`src/rtl/ecc_err_log_pkg.sv`:
```
`timescale 1ns/1ps
package ecc_err_log_pkg;
  localparam int LOG_W   = 64;
  localparam int SYND_W  = 16;
  localparam int SYND_LO = 46;
  localparam int ADDR_LO = 5;
  localparam int UE_LOG  = 63;
  localparam int CE_LOG  = 62;
  localparam int UE_STS  = 7;
  localparam int CE_STS  = 6;

  typedef enum logic [1:0] {
    SEL_LOG = 2'd0,
    SEL_STS = 2'd1,
    SEL_CMD = 2'd2
  } reg_sel_e;

  typedef struct packed {
    logic ue;
    logic ce;
  } err_kind_t;
endpackage

```
`src/rtl/ecc_log_word.sv`:
```
`timescale 1ns/1ps
module ecc_log_word import ecc_err_log_pkg::*; #(
  parameter int LOG_ADDR_HI = 38
) (
  input  logic                       clk_i,
  input  logic                       rst_ni,
  input  logic                       ev_i,
  input  err_kind_t                  kind_i,
  input  logic [LOG_ADDR_HI:ADDR_LO] addr_i,
  input  logic [SYND_W-1:0]          synd_i,
  input  logic                       clr_i,
  input  err_kind_t                  clr_mask_i,
  output logic [LOG_W-1:0]           log_o,
  output logic                       busy_cl_o
);
  localparam int FLD_W = LOG_ADDR_HI - ADDR_LO + 1;
  localparam int GAP_W = SYND_LO - 1 - LOG_ADDR_HI;

  err_kind_t          flags_q, flags_cl;
  logic [FLD_W-1:0]   addr_q;
  logic [SYND_W-1:0]  synd_q;
  logic               take, upg;

  // clear is applied first, so a same-cycle event sees the cleared state
  always_comb begin
    flags_cl = err_kind_t'(flags_q & ~({2{clr_i}} & clr_mask_i));
    take     = ev_i && (flags_cl == '0);
    upg      = ev_i && kind_i.ue && flags_cl.ce && !flags_cl.ue;
  end

  assign busy_cl_o = (flags_cl != '0);

  always_ff @(posedge clk_i or negedge rst_ni) begin
    if (!rst_ni) begin
      flags_q <= '0;
      addr_q  <= '0;
      synd_q  <= '0;
    end else if (take || upg) begin
      addr_q  <= addr_i;
      synd_q  <= synd_i;
      flags_q <= take ? kind_i : '{ue: 1'b1, ce: 1'b1};
    end else begin
      flags_q <= flags_cl;
    end
  end

  generate
    if (GAP_W > 0) begin : g_narrow
      assign log_o = {flags_q.ue, flags_q.ce, synd_q, {GAP_W{1'b0}}, addr_q, {ADDR_LO{1'b0}}};
    end else begin : g_wide
      assign log_o = {flags_q.ue, flags_q.ce, synd_q, addr_q, {ADDR_LO{1'b0}}};
    end
  endgenerate
endmodule

```
`src/rtl/ecc_err_sts.sv`:
```
`timescale 1ns/1ps
module ecc_err_sts import ecc_err_log_pkg::*; (
  input  logic      clk_i,
  input  logic      rst_ni,
  input  logic      ev_i,
  input  err_kind_t kind_i,
  input  logic      log_busy_cl_i,
  input  logic      sts_clr_i,
  input  logic      cmd_we_i,
  input  err_kind_t wmask_i,
  output err_kind_t sts_o,
  output err_kind_t cmd_o,
  output logic      irq_o
);
  err_kind_t sts_q, sts_cl, cmd_q;
  logic      armed;
  logic [1:0] hit;

  always_comb begin
    sts_cl = err_kind_t'(sts_q & ~({2{sts_clr_i}} & wmask_i));
    armed  = !log_busy_cl_i && (sts_cl == '0);
  end

  always_ff @(posedge clk_i or negedge rst_ni) begin
    if (!rst_ni) begin
      sts_q <= '0;
      cmd_q <= '0;
    end else begin
      sts_q <= (ev_i && armed) ? kind_i : sts_cl;
      if (cmd_we_i) cmd_q <= wmask_i;
    end
  end

  generate
    for (genvar k = 0; k < 2; k++) begin : g_hit
      assign hit[k] = sts_q[k] & cmd_q[k];
    end
  endgenerate

  assign irq_o = |hit;
  assign sts_o = sts_q;
  assign cmd_o = cmd_q;
endmodule

```
`src/rtl/ecc_err_log.sv`:
```
`timescale 1ns/1ps
module ecc_err_log import ecc_err_log_pkg::*; #(
  parameter int LOG_ADDR_HI = 38
) (
  input  logic                       clk_i,
  input  logic                       rst_ni,
  input  logic                       err_valid_i,
  input  logic                       err_ce_i,
  input  logic                       err_ue_i,
  input  logic [LOG_ADDR_HI:ADDR_LO] err_addr_i,
  input  logic [SYND_W-1:0]          err_synd_i,
  input  logic [1:0]                 reg_sel_i,
  input  logic                       reg_we_i,
  input  logic [LOG_W-1:0]           reg_wdata_i,
  output logic [LOG_W-1:0]           reg_rdata_o,
  output logic                       irq_o
);
  logic             ev, wr_log, wr_sts, wr_cmd, log_busy_cl;
  err_kind_t        kind, log_mask, reg_mask, sts_bits, cmd_bits;
  logic [LOG_W-1:0] log_word;
  logic             unused_wdata;

  assign ev       = err_valid_i && (err_ce_i || err_ue_i);
  assign kind     = '{ue: err_ue_i, ce: err_ce_i && !err_ue_i};
  assign wr_log   = reg_we_i && (reg_sel_i == SEL_LOG);
  assign wr_sts   = reg_we_i && (reg_sel_i == SEL_STS);
  assign wr_cmd   = reg_we_i && (reg_sel_i == SEL_CMD);
  assign log_mask = '{ue: reg_wdata_i[UE_LOG], ce: reg_wdata_i[CE_LOG]};
  assign reg_mask = '{ue: reg_wdata_i[UE_STS], ce: reg_wdata_i[CE_STS]};
  assign unused_wdata = ^{reg_wdata_i[CE_LOG-1:UE_STS+1], reg_wdata_i[CE_STS-1:0]};

  ecc_log_word #(.LOG_ADDR_HI(LOG_ADDR_HI)) u_log (
    .clk_i      (clk_i),
    .rst_ni     (rst_ni),
    .ev_i       (ev),
    .kind_i     (kind),
    .addr_i     (err_addr_i),
    .synd_i     (err_synd_i),
    .clr_i      (wr_log),
    .clr_mask_i (log_mask),
    .log_o      (log_word),
    .busy_cl_o  (log_busy_cl)
  );

  ecc_err_sts u_sts (
    .clk_i         (clk_i),
    .rst_ni        (rst_ni),
    .ev_i          (ev),
    .kind_i        (kind),
    .log_busy_cl_i (log_busy_cl),
    .sts_clr_i     (wr_sts),
    .cmd_we_i      (wr_cmd),
    .wmask_i       (reg_mask),
    .sts_o         (sts_bits),
    .cmd_o         (cmd_bits),
    .irq_o         (irq_o)
  );

  always_comb begin
    reg_rdata_o = '0;
    case (reg_sel_i)
      SEL_LOG: reg_rdata_o = log_word;
      SEL_STS: reg_rdata_o[UE_STS:CE_STS] = sts_bits;
      SEL_CMD: reg_rdata_o[UE_STS:CE_STS] = cmd_bits;
      default: reg_rdata_o = '0;
    endcase
  end
endmodule

```
`config.mk`:
```
export PLATFORM = sky130hd
export DESIGN_NAME = ecc_err_log
export DESIGN_NICKNAME = d
export VERILOG_FILES = /design/src/rtl/ecc_err_log_pkg.sv /design/src/rtl/ecc_log_word.sv /design/src/rtl/ecc_err_sts.sv /design/src/rtl/ecc_err_log.sv
export SDC_FILE = /design/constraint.sdc
export NUM_CORES = 1
export LEC_CHECK = 0
export ABC_AREA = 1
export CORE_UTILIZATION = 38
export DETAILED_ROUTE_END_ITERATION = 10
export PLACE_DENSITY = 0.89
export SYNTH_ARGS = -nofsm -noshare
export SYNTH_HDL_FRONTEND = slang
export SYNTH_HIERARCHICAL = 1
export SYNTH_SLANG_ARGS = --single-unit
```
`constraint.sdc`:
```
create_clock -name clk_i -period 1.3 [get_ports clk_i]
set_input_delay 0.26 -clock clk_i [delete_from_list [all_inputs] [get_ports clk_i]]
set_output_delay 0.26 -clock clk_i [all_outputs]
set_load 0.005 [all_outputs]
```
==> results.py <==
metrics = {
    "detailed_routing": {
        "routed_wirelength_mm": 10.5,
        "drc_errors": 0,
        "drtPass1Iterations": 4,
        "avgViaCountPerCell": 4.75,
        "wl_per_cell_um": 15.4,
        "antenna_left": 0,
        "num_vias": 3229,
        "first_iter_violations": 196,
    },
    "sta": {
        "tns_ps": -3340,
        "rsz0062_at_grt": "true",
        "hold_viol": 0,
        "clock.fmax_ghz": 0.721,
        "period_minus_slack_ps": 1390,
        "period_share": 1.07,
        "drv_slew": 0,
        "setup_slack_ps": -86.1,
        "clock_skew_ps": 3.28,
        "setup_violations": 100,
    },
    "worst_setup_path": {
        "crit_path_max_incr_delay_ps": 410,
        "cp.arrival_ps": 1130,
        "critPathBufInv": 2,
        "r2r-end": "u_log/addr_q[25]$_DFFE_PN0P_",
        "startpoint_type": "register",
        "r2r_start": "u_log/log_o[63]$_DFF_PN0_",
        "cp-end-kind": "output port",
        "worst_r2r_path_depth": 7,
        "crit_fanout": 2,
        "cpMostUsedCell": "nand3_2",
        "cp_cell_sequence": "buf_4 -> nand3_2 -> nand3_2 -> buf_2",
        "r2r_slack_ps": -20,
        "crit_required_ps": 1040,
        "critPathKind": "register to output port",
        "cpLargestDelayFamily": "flip-flops",
        "slowest_stage": "dfrtp_1",
    },
    "die": {
        "rows": 32,
        "die_w_um": 92.3,
        "dieHeight_um": 92.3,
        "core_area_um2": 7810,
        "die_area_um2": 8520,
        "start_util": 0.397,
        "ios": 187,
    },
    "clocking": {
        "cts_made_buffers": 5,
        "cts_root_buffer": "clkbuf_8",
        "path_clk_slew_ps": 90,
        "clk_latency_ps": 300,
        "cts_sinks": 56,
        "cts_buffer_depth": 2,
        "ctsHtreeMaxLevel": 2,
        "cts_tree": "yes",
    },
    "status": {
        "violations": "negative setup slack",
        "status": "finished, violations left",
    },
    "job": {
        "maxCapViolCount": 0,
    },
    "finish": {
        "final_common_cell": "nand2_1",
        "antenna_cells": 0,
        "final_cell_mix": "105 x nand2_1, 66 x inv_1, 56 x dfrtp_1, 55 x clkdlybuf4s50_1, 51 x buf_2",
        "fillCellCount": 595,
        "area_growth_pct": 72.6,
        "nets": 700,
        "final_util": 0.686,
        "drive_gt1_frac": 0.417,
    },
    "global_route": {
        "grt_pass1_wl_mm": 15.9,
        "grt_pass1_vias": 3176,
        "antenna_found_initial": 0,
        "overflow": 0,
        "grt_max_degree": 39,
        "grt_usage": 0.238,
    },
    "logic_synthesis": {
        "netlist_instances": 415,
        "yosys_register_bits": 56,
        "yosysWarnings": 6,
        "avgSynthCellArea_um2": 7.47,
        "synth.distinct_cells": 18,
        "ys_seq_area_frac": 0.452,
        "syn_area_um2": 3100,
    },
    "power": {
        "peakVddDrop_mv": 0.614,
        "cellLeakagePower_nw": 2.69,
        "powerDensity_nw_per_um2": 1190,
    },
    "hold_path": {
        "min_path_cells": 5,
        "hold_end": "u_log/log_o[62]$_DFF_PN0_",
        "min_path_type": "input port to register",
        "hp-start": "err_ce_i",
    },
    "place": {
        "portBuffers": 114,
        "dp_hpwl_mm": 5.71,
        "gp_congestion": 0.755,
    },
}
state kept, by name, indices dropped and copies added, names as in the netlist:
| register | flops |
|---|---|
| u_log/addr_q | 34 |
| u_log/log_o | 2 |
| u_log/synd_q | 16 |
| u_sts/cmd_o | 2 |
| u_sts/sts_o | 2 |
area by class of cell:
class                           instances  area (um2)  share of cell area
Multi-Input combinational cell        265        1680               0.313
Clock buffer                            7        96.3              0.0180
Timing Repair Buffer                  178        1770               0.331
Inverter                               72         278              0.0519
Tap cell                              102         128              0.0238
Sequential cell                        56        1400               0.262
stage by stage:
stage          power (mW)  hold slack (ps)  setup WS, ps  std cells  area, um2
2_1_floorplan        3.73            -35.6          13.1        426       3140
3_3_place_gp         4.49              283          -778        632       4330
3_5_place_dp         4.61              293          -767        632       4330
4_1_cts              6.00              425          -139        677       5080
5_1_grt              6.77              401          -128        680       5350
6_report             6.36              373         -86.1        680       5350
synth_stat cells:
cell type	number	area [um2]
inv_4	1	6.26
nor3_1	2	10.0
o21ai_0	3	15.0
nor2_1	50	188
inv_2	1	3.75
nand3_2	1	10.0
nor2_2	14	87.6
buf_6	16	180
inv_1	70	263
conb_1	1	3.75
o21a_1	1	7.51
nand3_1	58	290
nand2_1	120	450
dfrtp_1	56	1400
nand3_4	1	17.5
nor2_4	2	22.5
buf_4	17	128
a21oi_4	1	16.3
report_power, final:
part           internal [mW]  switching, mW
Combinational           1.22           1.42
Sequential              2.34          0.372
Clock                  0.476          0.537
layer usage:
metal  GRT usage  routed length (um)
met2       0.431                5590
met3      0.0476                 657
met4      0.0768                 136
met5           0                   0
met1       0.280                4080
worst max-delay path by stage:
stage,start,endpoint,slack [ps],cells past startpoint
final,u_sts/sts_o[1]$_DFF_PN0_,reg_rdata_o[7],-90,4
after CTS,reg_sel_i[1],reg_rdata_o[33],-140,8
after detailed placement,reg_sel_i[0],u_log/addr_q[0]$_DFFE_PN0P_,-770,10
after global routing,u_sts/sts_o[1]$_DFF_PN0_,reg_rdata_o[7],-130,4
after floorplan,reg_sel_i[0],u_log/addr_q[1]$_DFFE_PN0P_,10,9
after global placement,reg_sel_i[0],reg_rdata_o[62],-780,6
cell families after synthesis:
logic type / count (synthesis) / share of synthesized area
and+or+nand+nor: 248 / 0.347
buffers and inverters: 105 / 0.187
DFF: 56 / 0.452
AOI/OAI and AO/OA: 5 / 0.0125
other: 1 / 0.00121
worst register-to-register path: cells and delay by family (launching register included):
family	cells	cell delay (ps)
compound gates	1	180
buf+inv	4	540
flops	1	410
simple gates	2	140
what timing repair did:
item,in CTS,in global routing
endpoints found under the setup margin,107,88
buffers inserted,26,5
pin swaps,28,22
gates resized for setup,313,75
hold buffers,1,0
cloned,11,2
endpoints found under the hold margin,56,0
No activity file was read; power rests on OpenSTA's default activity.
